--- src/rtl/adc_seq_pkg.sv ---
package adc_seq_pkg;
  localparam int CSR_W   = 8;
  localparam int PS_W    = 3;
  localparam int EN_BIT  = 7;
  localparam int GO_BIT  = 6;
  localparam int FLG_BIT = 4;
  localparam int IE_BIT  = 3;
  localparam int PS_LSB  = 0;

  typedef struct packed {
    logic            en;
    logic            go;
    logic            flag;
    logic            ie;
    logic [PS_W-1:0] ps;
  } csr_t;
endpackage

--- src/rtl/adc_dur_calc.sv ---
module adc_dur_calc #(
  parameter int PS_W    = 3,
  parameter int CNT_W   = 12,
  parameter int FIRST_P = 25,
  parameter int NORM_P  = 13
) (
  input  logic             first,
  input  logic [PS_W-1:0]  ps,
  output logic [CNT_W-1:0] dur
);
  logic [PS_W-1:0]  shift;
  logic [CNT_W-1:0] base;

  always_comb begin
    shift = (ps == '0) ? PS_W'(1) : ps;
    base  = first ? CNT_W'(FIRST_P) : CNT_W'(NORM_P);
    dur   = base << shift;
  end
endmodule

--- src/rtl/adc_conv_timer.sv ---
module adc_conv_timer #(
  parameter int CNT_W = 12
) (
  input  logic             clk,
  input  logic             rst_n,
  input  logic             load,
  input  logic             cancel,
  input  logic [CNT_W-1:0] load_val,
  output logic             done,
  output logic             running
);
  logic [CNT_W-1:0] cnt_q;

  assign done = running && (cnt_q == CNT_W'(1)) && !cancel;

  always_ff @(posedge clk or negedge rst_n) begin
    if (!rst_n) begin
      cnt_q   <= '0;
      running <= 1'b0;
    end else if (cancel) begin
      cnt_q   <= '0;
      running <= 1'b0;
    end else if (load) begin
      cnt_q   <= load_val;
      running <= 1'b1;
    end else if (running) begin
      if (cnt_q == CNT_W'(1)) begin
        cnt_q   <= '0;
        running <= 1'b0;
      end else begin
        cnt_q <= cnt_q - CNT_W'(1);
      end
    end
  end
endmodule

--- src/rtl/adc_csr.sv ---
module adc_csr
  import adc_seq_pkg::*;
(
  input  logic             clk,
  input  logic             rst_n,
  input  logic             wr_en,
  input  logic [CSR_W-1:0] wr_data,
  input  logic             conv_done,
  input  logic             irq_ack,
  output csr_t             csr,
  output logic             first_eff,
  output logic             start_pulse,
  output logic             cancel
);
  csr_t csr_q;
  logic first_q;
  logic en_rise;

  assign csr = csr_q;

  always_comb begin
    en_rise     = wr_en && wr_data[EN_BIT] && !csr_q.en;
    first_eff   = first_q || en_rise;
    start_pulse = wr_en && wr_data[EN_BIT] && wr_data[GO_BIT] && !csr_q.go;
    cancel      = wr_en && !wr_data[EN_BIT] && csr_q.en && csr_q.go;
  end

  always_ff @(posedge clk or negedge rst_n) begin
    if (!rst_n) begin
      csr_q   <= '0;
      first_q <= 1'b0;
    end else begin
      if (wr_en) begin
        csr_q.en <= wr_data[EN_BIT];
        csr_q.ie <= wr_data[IE_BIT];
        csr_q.ps <= wr_data[PS_LSB +: PS_W];
      end

      if (conv_done || cancel)
        csr_q.go <= 1'b0;
      else if (start_pulse)
        csr_q.go <= 1'b1;
      else if (wr_en && !wr_data[EN_BIT])
        csr_q.go <= 1'b0;

      if (en_rise)
        first_q <= 1'b1;
      else if (conv_done)
        first_q <= 1'b0;

      if (conv_done)
        csr_q.flag <= 1'b1;
      else if ((wr_en && wr_data[FLG_BIT]) || irq_ack)
        csr_q.flag <= 1'b0;
    end
  end
endmodule

--- src/rtl/adc_conv_seq.sv ---
module adc_conv_seq
  import adc_seq_pkg::*;
#(
  parameter int CH_W    = 3,
  parameter int FIRST_P = 25,
  parameter int NORM_P  = 13
) (
  input  logic             clk,
  input  logic             rst_n,
  input  logic             wr_en,
  input  logic [CSR_W-1:0] wr_data,
  input  logic [CH_W-1:0]  chan_sel,
  input  logic             irq_ack,
  output logic [CSR_W-1:0] csr_rd,
  output logic             trig_valid,
  output logic [CH_W-1:0]  trig_chan,
  output logic             irq
);
  localparam int MAX_SHIFT = (1 << PS_W) - 1;
  localparam int CNT_W     = $clog2((FIRST_P << MAX_SHIFT) + 1);

  csr_t             csr;
  logic             first_eff;
  logic             start_pulse;
  logic             conv_cancel;
  logic             conv_done;
  logic             conv_running;
  logic [CNT_W-1:0] conv_dur;

  adc_csr u_csr (
    .clk         (clk),
    .rst_n       (rst_n),
    .wr_en       (wr_en),
    .wr_data     (wr_data),
    .conv_done   (conv_done),
    .irq_ack     (irq_ack),
    .csr         (csr),
    .first_eff   (first_eff),
    .start_pulse (start_pulse),
    .cancel      (conv_cancel)
  );

  adc_dur_calc #(
    .PS_W    (PS_W),
    .CNT_W   (CNT_W),
    .FIRST_P (FIRST_P),
    .NORM_P  (NORM_P)
  ) u_dur (
    .first (first_eff),
    .ps    (wr_data[PS_LSB +: PS_W]),
    .dur   (conv_dur)
  );

  adc_conv_timer #(
    .CNT_W (CNT_W)
  ) u_timer (
    .clk      (clk),
    .rst_n    (rst_n),
    .load     (start_pulse),
    .cancel   (conv_cancel),
    .load_val (conv_dur),
    .done     (conv_done),
    .running  (conv_running)
  );

  always_ff @(posedge clk or negedge rst_n) begin
    if (!rst_n) begin
      trig_valid <= 1'b0;
      trig_chan  <= '0;
    end else begin
      trig_valid <= start_pulse;
      if (start_pulse)
        trig_chan <= chan_sel;
    end
  end

  always_comb begin
    csr_rd                       = '0;
    csr_rd[EN_BIT]               = csr.en;
    csr_rd[GO_BIT]               = csr.go;
    csr_rd[FLG_BIT]              = csr.flag;
    csr_rd[IE_BIT]               = csr.ie;
    csr_rd[PS_LSB +: PS_W]       = csr.ps;
    irq                          = csr.flag && csr.ie;
  end
endmodule

--- config.mk ---
export PLATFORM = sky130hd
export DESIGN_NAME = adc_conv_seq
export DESIGN_NICKNAME = d
export VERILOG_FILES = /design/src/rtl/adc_seq_pkg.sv /design/src/rtl/adc_dur_calc.sv /design/src/rtl/adc_conv_timer.sv /design/src/rtl/adc_csr.sv /design/src/rtl/adc_conv_seq.sv
export SDC_FILE = /design/constraint.sdc
export NUM_CORES = 1
export LEC_CHECK = 0
export ABC_AREA = 1
export BUFFER_PORTS_ARGS = -buffer_cell sky130_fd_sc_hd__buf_4
export CAP_MARGIN = 20
export CORE_MARGIN = 3
export CORE_UTILIZATION = 30
export CTS_CLUSTER_SIZE = 10
export DETAILED_ROUTE_END_ITERATION = 12
export GPL_TIMING_DRIVEN = 0
export PLACE_DENSITY_LB_ADDON = 0.15
export SLEW_MARGIN = 20
export SYNTH_ARGS = -nofsm -noshare
export SYNTH_HDL_FRONTEND = slang
export SYNTH_SLANG_ARGS = --single-unit
--- constraint.sdc ---
create_clock -name clk -period 2.15 [get_ports clk]
set_clock_uncertainty 0.2 [all_clocks]
set_input_delay 0.43 -clock clk [delete_from_list [all_inputs] [get_ports clk]]
set_output_delay 0.43 -clock clk [all_outputs]
set_load 0.02 [all_outputs]
==> flow_metrics.py, run 1 <==
metrics = {
    "clock_tree": {
        "clock_latency_ns": 0.27,
        "cts_resized": 0,
        "postCtsHoldBufs": 1,
        "root_buffer": "clkbuf_8",
        "clock_path_buffers": 2,
        "clock_sinks": 25,
        "clkTransAtPathRegs_ns": 0.09,
        "cts_buffers": 3,
        "htree_levels": 1,
        "postCtsSetupBuffers": 0,
        "tritoncts": "done",
    },
    "final_layout": {
        "fillers": 548,
        "diodes": 0,
        "fin_util_pct": 38.9,
        "multi_input_comb_area_sq_um": 821,
        "final_area_sq_um": 1910,
        "fin_nets": 287,
        "area_growth_pct": 20.6,
        "seqCellArea_sq_um": 626,
        "drive_above_1_share_pct": 14.5,
        "final_cells": 336,
    },
    "floorplanning": {
        "die_w_um": 78.7,
        "pin_count": 28,
        "chipHeight_um": 78.7,
        "row_count": 25,
        "dieArea_sq_um": 6190,
        "core_sq_um": 4910,
        "start_util_pct": 32.3,
    },
    "sta": {
        "fin_setup_tns_ns": 0,
        "max_freq_ghz": 0.546,
        "hold_violations": 0,
        "whs_ns": 0.144,
        "slew_violations": 0,
        "post-route-period-util_pct": 85.3,
        "setup_viol": 0,
        "fin_crit_ns": 1.83,
        "layout_setup_ws_ns": 0.317,
        "rsz0062_at_grt": "no",
    },
    "synthesis": {
        "synth.distinct_cells": 27,
        "ys_ff_latch": 25,
        "synth_cells": 239,
        "ys_warn_count": 0,
        "syn_area_per_cell_sq_um": 6.63,
        "syn_nets": 256,
        "seq_area_frac_synth_pct": 39.5,
        "netlist_area_sq_um": 1580,
    },
    "critical_path": {
        "crit_path_max_fanout": 7,
        "cp_cell_sequence": "nor2_1, nand2_1, nor2_1, nand2_1, nor3_1, o21ai_0",
        "cp-end-kind": "register",
        "cp_num_buf_inv": 0,
        "rr_startpoint": "u_timer.cnt_q[7]",
        "crit_arrival_ns": 1.79,
        "r2r_setup_slack_ns": 0.32,
        "critPathKind": "reg2reg",
        "start_kind": "register",
        "slowest_stage": "dfrtp_1",
        "crit_family": "simple AND/OR/NAND/NOR gates",
        "max_stage_delay_ns": 0.45,
        "r2r_cells": 6,
        "reg2reg_to": "u_csr.first_q",
        "critPathRequiredTime_ns": 2.11,
    },
    "place": {
        "dp_hpwl_um": 3060,
        "io_buffers": 25,
        "dp.cells": 331,
        "routabilityCongestion": 0.805,
        "pre_cts_ws_ns": 0.330,
        "place_area_sq_um": 1860,
    },
    "drt": {
        "drc": 0,
        "avgRoutedWirePerCell_um": 11.9,
        "ant_nets": 0,
        "dr.pass1.iters": 4,
        "drtIter0Drc": 54,
        "wl_um": 4010,
        "num_vias": 1529,
        "vias_per_cell": 4.55,
    },
    "run": {
        "drv_cap": 0,
    },
    "power": {
        "vdd_drop_max_uv": 327,
        "power_leakage_nw": 1.07,
        "power.total_mw": 2.03,
        "power_density_nw_per_um2": 1060,
    },
    "global_route": {
        "globalRouteTotalUtil_pct": 14.2,
        "grt_max_degree": 26,
        "grt_pass1_vias": 1456,
        "antenna_found_initial": 0,
        "grt_pass1_wl_um": 6910,
        "overflow": 0,
    },
    "worst_hold_path": {
        "hold_class": "in2reg",
        "holdPathStages": 3,
        "min_to": "trig_chan[1]",
        "min_from": "chan_sel[1]",
    },
    "status": {
        "status": "finished, final reports clean",
    },
}
[cells in the final DEF, fill, tap and decap left out, types with 2 or more instances in the layout]
cell	instances
o21ai_0	11
a21oi_1	9
clkbuf_8	3
nand2_1	93
clkbuf_1	2
nand3_1	27
o21bai_1	2
nor2_1	23
dfrtp_1	25
inv_1	25
inv_2	3
buf_2	2
o22ai_1	2
ha_1	2
buf_4	26
[registers in the layout, indices dropped and copies added, names as in the netlist]
signal and cells:
trig_chan 3, trig_valid 1, u_csr.csr 7, u_timer.running 1, u_timer.cnt_q 12, u_csr.first_q 1
[layout make-up]
| cell class | count | share of cell area (%) |
|---|---|---|
| buffer | 5 | 1.70 |
| clock buffer | 4 | 2.36 |
| inverter | 28 | 5.50 |
| multi-input combinational | 181 | 43.0 |
| sequential | 25 | 32.7 |
| tap | 67 | 4.39 |
| timing repair buffer | 26 | 10.3 |
[routing by layer]
| metal | vias to the layer above | wire length [um] | track usage (%) |
|---|---|---|---|
| met5 | - | 0 | 0 |
| li1 | 810 | - | - |
| met1 | 689 | 2030 | 19.9 |
| met4 | 0 | 46 | 3.67 |
| met2 | 25 | 1790 | 22.8 |
| met3 | 5 | 139 | 1.95 |
[report_power, final]
group	leakage (nW)	switching, mW	internal (mW)	total [mW]
Sequential	0.306	0.138	0.622	0.760
Clock	0.0228	0.157	0.133	0.290
Combinational	0.740	0.604	0.376	0.980
[Yosys cell counts, drive strengths merged]
library cell  number  area (sq um)
a21oi             10          61.3
xnor2              1          8.76
nand3             27           135
ha                 2          25.0
conb               1          3.75
o211ai             1          7.51
xor2               1          8.76
o21ai             12          60.1
inv               28           105
clkbuf             1          3.75
nand2             94           355
dfrtp             25           626
a21o               1          7.51
nor3               2          15.0
buf                4          28.8
nor2              23          86.3
o22ai              2          12.5
nand4              1          12.5
and3               1          6.26
o21bai             2          15.0
[how the worst max path moves through the flow]
stage / endpoint / startpoint / slack [ns] / cells past startpoint
after floorplan: u_timer.cnt_q[11] / u_csr.csr[5] / 0.60 / 8
after global placement: u_timer.cnt_q[9] / wr_en / 0.33 / 8
after detailed placement: u_csr.first_q / u_timer.cnt_q[7] / 0.33 / 6
after CTS: u_csr.first_q / u_timer.cnt_q[7] / 0.31 / 6
after global routing: u_csr.first_q / u_timer.cnt_q[7] / 0.16 / 6
final: u_csr.first_q / u_timer.cnt_q[7] / 0.32 / 6
[worst reg2reg max path: cells and delay by family (launching register included)]
kind | cells | cell delay (ns)
AND/OR/NAND/NOR | 5 | 0.95
flip-flops | 1 | 0.45
AO/OA/AOI/OAI | 1 | 0.12
[cell families after synthesis]
logic type,synth area share (%)
compound gates,10.3
xor+xnor,1.11
fa+ha+maj,1.58
buf+inv,8.69
flops,39.5
other cells,0.237
simple gates,38.5
No activity file was read; power rests on OpenSTA's default activity.
==> run 2, diff against run 1 <==
--- a/config.mk
+++ b/config.mk
@@ -14,6 +14,7 @@
 export DETAILED_ROUTE_END_ITERATION = 12
 export GPL_TIMING_DRIVEN = 0
 export PLACE_DENSITY_LB_ADDON = 0.15
+export RECOVER_POWER = 50
 export SLEW_MARGIN = 20
 export SYNTH_ARGS = -nofsm -noshare
 export SYNTH_HDL_FRONTEND = slang
==> run 2 against run 1 <==
- first-iteration DRC count did not move
- global-route usage did not move
- hold slack barely moved
- die area did not move
- cell area fell by 0.39%
- count of clock-buffer cells in the layout did not move
- routed wire length rose by 0.22%
- register-to-register slack barely moved
- sequential share of layout area rose by 0.13 points
- core utilization fell by 0.15 points
==> flow_metrics.py, run 2 (synthesis results as in run 1) <==
metrics = {
    "sta": {
        "fin_crit_ns": 1.83,
        "tightestPinTransition_ns": 0.662,
        "fin_setup_tns_ns": 0,
        "setup_viol": 0,
        "max_freq_ghz": 0.545,
        "slew_violations": 0,
        "rsz0062_at_grt": "no",
        "whs_ns": 0.144,
        "post-route-period-util_pct": 85.3,
        "maxSlewHeadroom_pct": 55.9,
        "hold_violations": 0,
    },
    "place": {
        "io_buffers": 25,
        "routabilityCongestion": 0.805,
        "dp_hpwl_um": 3060,
    },
    "global_route": {
        "grt_pass1_wl_um": 6910,
        "grt_max_degree": 26,
        "overflow": 0,
        "globalRouteTotalUtil_pct": 14.2,
        "antenna_found_initial": 0,
        "grt_pass1_vias": 1456,
    },
    "clock_tree": {
        "cts_resized": 0,
        "clock_latency_ns": 0.27,
        "postCtsHoldBufs": 1,
        "clkTransAtPathRegs_ns": 0.09,
        "htree_levels": 1,
        "root_buffer": "clkbuf_8",
        "clock_path_buffers": 2,
        "cts_buffers": 3,
        "clock_sinks": 25,
        "postCtsSetupBuffers": 0,
        "tritoncts": "done",
    },
    "final_layout": {
        "top_register": "u_timer.cnt_q",
        "final_common_cell": "nand2_1",
        "diodes": 0,
        "fillers": 550,
        "area_growth_pct": 20.1,
        "drive_above_1_share_pct": 13.4,
        "largest_reg_flops": 12,
        "fin_nets": 287,
        "final_cell_mix": "nand2_1, nand3_1, inv_1",
    },
    "status": {
        "status": "finished, final reports clean",
    },
    "critical_path": {
        "critPathKind": "reg2reg",
        "critPathLaunch": "u_timer.cnt_q[7]",
        "start_kind": "register",
        "critPathRequiredTime_ns": 2.11,
        "crit_path_max_fanout": 7,
        "slowest_stage": "dfrtp_1",
        "cp_num_buf_inv": 0,
        "crit_family": "simple AND/OR/NAND/NOR gates",
        "cp_cell_sequence": "nor2_1, nand2_1, nor2_1, nand2_1, nor3_1, o21ai_0",
        "r2r_cells": 6,
        "path_depth": 6,
        "max_stage_delay_ns": 0.45,
        "crit_arrival_ns": 1.79,
        "cp-end-kind": "register",
        "rr_startpoint": "u_timer.cnt_q[7]",
    },
    "drt": {
        "wl_um": 4020,
        "avgRoutedWirePerCell_um": 12.0,
        "vias_per_cell": 4.54,
        "dr.pass1.iters": 4,
        "drtIter0Drc": 54,
        "num_vias": 1526,
        "ant_nets": 0,
        "drc": 0,
    },
    "power": {
        "vdd_drop_max_uv": 325,
        "power_density_nw_per_um2": 1070,
        "power_leakage_nw": 1.06,
    },
    "run": {
        "drv_cap": 0,
    },
    "floorplanning": {
        "chipHeight_um": 78.7,
        "pin_count": 28,
        "die_w_um": 78.7,
        "row_count": 25,
        "core_sq_um": 4910,
        "dieArea_sq_um": 6190,
        "start_util_pct": 32.3,
    },
    "worst_hold_path": {
        "holdPathStages": 3,
        "hold_class": "in2reg",
        "min_from": "chan_sel[1]",
    },
}
[run 2: changes by cell type in the layout (fill, tap and decap cells not counted), sizes merged]
cell,delta
clkbuf,+3
buf,-3
[run 2: final cells by class]
class,instances,area [sq um],share of cell area (%)
Multi-Input combinational cell,181,821,43.1
Sequential cell,25,626,32.9
Timing Repair Buffer,26,191,10.1
Inverter,28,105,5.52
Tap cell,67,83.8,4.40
Clock buffer,4,45.0,2.37
Buffer,5,31.3,1.64
[run 2: layer usage]
layer | wire length (um) | GRT usage [%]
met1 | 2040 | 19.9
met4 | 46 | 3.67
met2 | 1790 | 22.8
met3 | 142 | 1.95
met5 | 0 | 0
[run 2: worst paths after layout]
path	endpoint	slack [ns]
min in group asynchronous	u_timer.cnt_q[4]	0.51
min reg2reg	trig_chan[0]	0.29
max in group asynchronous	u_timer.cnt_q[6]	0.81
max	u_csr.first_q	0.32
max reg2reg	u_csr.first_q	0.32
min	trig_chan[1]	0.14
[run 2: power by group]
group,switching [mW],internal (mW)
Combinational,0.604,0.374
Sequential,0.138,0.622
Clock,0.158,0.133
[run 2: per-stage QoR]
stage | instance area [sq um] | util, % | worst slack (ns) | std cells | power [mW]
finish | 1900 | 38.8 | 0.316 | 336 | 2.03
global placement | 1860 | 37.8 | 0.334 | 331 | 1.74
global route | 1900 | 38.8 | 0.157 | 336 | 2.25
CTS | 1910 | 38.9 | 0.313 | 336 | 2.05
floorplan | 1580 | - | 0.603 | 239 | 1.48
detailed placement | 1860 | 37.8 | 0.330 | 331 | 1.75
[run 2: worst register-to-register path: stages, from the launching register on]
cell and delay, ns:
dfrtp_1 0.45, nor2_1 0.22, nand2_1 0.13, nor2_1 0.10, nand2_1 0.19, nor3_1 0.31
o21ai_0 0.12
==> run 3, diff against run 2 <==
--- a/config.mk
+++ b/config.mk
@@ -6,12 +6,12 @@
 export NUM_CORES = 1
 export LEC_CHECK = 0
 export ABC_AREA = 1
-export BUFFER_PORTS_ARGS = -buffer_cell sky130_fd_sc_hd__buf_4
 export CAP_MARGIN = 20
 export CORE_MARGIN = 3
 export CORE_UTILIZATION = 30
 export CTS_CLUSTER_SIZE = 10
 export DETAILED_ROUTE_END_ITERATION = 12
+export DONT_BUFFER_PORTS = 1
 export GPL_TIMING_DRIVEN = 0
 export PLACE_DENSITY_LB_ADDON = 0.15
 export RECOVER_POWER = 50
==> run 3 against run 2 <==
- first-iteration DRC count is 33% higher
- non-clock buffer count is 24 lower
- final cell count is 7.1% lower
- largest cell class unchanged
- largest power group unchanged
- critical path type unchanged
==> flow_metrics.py, run 3 (synthesis results as in run 1) <==
metrics = {
    "critical_path": {
        "slowest_stage": "dfrtp_1",
        "max_stage_delay_ns": 0.46,
        "start_kind": "register",
        "crit_path_max_fanout": 7,
        "crit_arrival_ns": 1.79,
        "cp_cell_sequence": "nor2_1, nand2_1, nor2_1, nand2_1, nor3_1, o21ai_0",
        "cp-end-kind": "register",
        "cp_num_buf_inv": 0,
        "critPathKind": "reg2reg",
        "crit_family": "simple AND/OR/NAND/NOR gates",
        "critPathRequiredTime_ns": 2.10,
    },
    "sta": {
        "tightestPinTransition_ns": 0.630,
        "setup_viol": 0,
        "fin_setup_tns_ns": 0,
        "max_freq_ghz": 0.545,
        "layout_setup_ws_ns": 0.317,
        "hold_violations": 0,
        "rsz0062_at_grt": "no",
        "maxSlewHeadroom_pct": 58.0,
        "fin_crit_ns": 1.83,
        "post-route-period-util_pct": 85.3,
        "slew_violations": 0,
    },
    "clock_tree": {
        "postCtsSetupBuffers": 0,
        "tritoncts": "done",
        "cts_buffers": 3,
        "clock_latency_ns": 0.28,
        "htree_levels": 1,
        "clock_path_buffers": 2,
        "clkTransAtPathRegs_ns": 0.10,
        "root_buffer": "clkbuf_8",
        "clock_sinks": 25,
    },
    "global_route": {
        "antenna_found_initial": 0,
        "overflow": 0,
        "grt_use_met1_pct": 19.9,
        "globalRouteTotalUtil_pct": 14.3,
        "grt_pass1_wl_um": 7040,
        "met3_usage_pct": 2.06,
        "grt_pass1_vias": 1489,
        "grt_max_degree": 26,
        "use_met2_pct": 23.3,
        "top_usage_layer": "met2",
    },
    "final_layout": {
        "diodes": 0,
        "fin_nets": 263,
        "final_area_sq_um": 1730,
        "final_cell_mix": "nand2_1, nand3_1, inv_1, dfrtp_1, nor2_1",
        "largest_reg_flops": 12,
        "drive_above_1_share_pct": 6.12,
        "final_common_cell": "nand2_1",
        "final_cells": 312,
        "area_growth_pct": 9.08,
        "top_register": "u_timer.cnt_q",
    },
    "status": {
        "status": "finished, final reports clean",
    },
    "run": {
        "drv_cap": 0,
    },
    "drt": {
        "num_vias": 1453,
        "vias_per_cell": 4.66,
        "wl_um": 3920,
        "drtIter0Drc": 72,
        "avgRoutedWirePerCell_um": 12.6,
        "ant_nets": 0,
        "dr.pass1.iters": 4,
        "drc": 0,
    },
    "floorplanning": {
        "core_sq_um": 4910,
        "chipHeight_um": 78.7,
        "row_count": 25,
        "pin_count": 28,
        "die_w_um": 78.7,
        "start_util_pct": 32.3,
        "dieArea_sq_um": 6190,
    },
    "place": {
        "place_area_sq_um": 1670,
        "dp_hpwl_um": 2980,
        "dp.cells": 306,
        "routabilityCongestion": 0.817,
        "io_buffers": 0,
        "pre_cts_ws_ns": 0.350,
    },
    "power": {
        "seq_power_share_pct": 40.6,
        "vdd_drop_max_uv": 399,
        "switching_share_pct": 45.1,
        "p_switching_mw": 0.889,
        "power_leakage_nw": 0.949,
        "power_density_nw_per_um2": 1140,
        "comb_power_share_pct": 44.3,
        "clkPwrFrac_pct": 15.1,
        "p_int_mw": 1.08,
    },
    "worst_hold_path": {
        "hold_class": "in2reg",
    },
}
==> run 3: cell count changes in the layout (fill, tap and decap cells not counted) <==
cell      previous run  this run
buf_2                1         2
buf_4               24         1
clkbuf_1             4         2
inv_1               26        25
inv_2                2         3
==> run 3: area by class of cell <==
| type | instances | area (sq um) |
|---|---|---|
| clock buffers | 4 | 45.0 |
| plain buffers | 5 | 32.5 |
| well taps | 67 | 83.8 |
| repair buffers | 2 | 15.0 |
| flip-flops and latches | 25 | 626 |
| inverters | 28 | 105 |
| multi-input cells | 181 | 821 |
| fillers | 560 | 3180 |
==> run 3: final timing paths <==
| check | depth (start not counted) | endpoint | from | slack (ns) |
|---|---|---|---|---|
| max in group asynchronous | 2 | u_timer.cnt_q[2] | rst_n | 0.83 |
| worst min-delay path | 1 | u_csr.csr[6] | wr_en | 0.05 |
| worst min register to register | 2 | u_timer.cnt_q[11] | u_timer.cnt_q[11] | 0.33 |
| worst max register to register | 6 | u_csr.first_q | u_timer.cnt_q[7] | 0.32 |
| min in group asynchronous | 2 | u_timer.cnt_q[10] | rst_n | 0.49 |
| worst max-delay path | 6 | u_csr.first_q | u_timer.cnt_q[7] | 0.32 |
==> run 3: through the flow <==
| step | power [mW] | util, % | hold slack [ns] |
|---|---|---|---|
| finish | 1.97 | 35.2 | 0.0543 |
| detailed placement | 1.68 | 34.0 | -0.0643 |
| global route | 2.19 | 35.2 | 0.0611 |
| floorplan | 1.48 | - | -0.0656 |
| global placement | 1.67 | 34.0 | -0.0641 |
| CTS | 2.00 | 35.5 | 0.0490 |
==> run 3: power groups by stage <==
stage | logic [mW] | registers (mW) | clock network (mW)
after floorplan | 0.712 | 0.769 | 0
after global placement | 0.866 | 0.807 | 0
after detailed placement | 0.868 | 0.808 | 0
after CTS | 0.890 | 0.801 | 0.307
after global routing | 1.03 | 0.824 | 0.332
final | 0.873 | 0.799 | 0.298
==> run 3: what timing repair did <==
item / 4_1_cts / 5_1_grt
hold buffers: 2 / 0
endpoints found under the hold margin: 25 / 0
resized for setup: 0 / 0
==> run 3: metal layers <==
layer | up-vias | part of all wire, %
met5 | - | 0
met4 | 0 | 0.94
met3 | 4 | 3.7
met2 | 25 | 45
met1 | 658 | 51
li1 | 766 | -
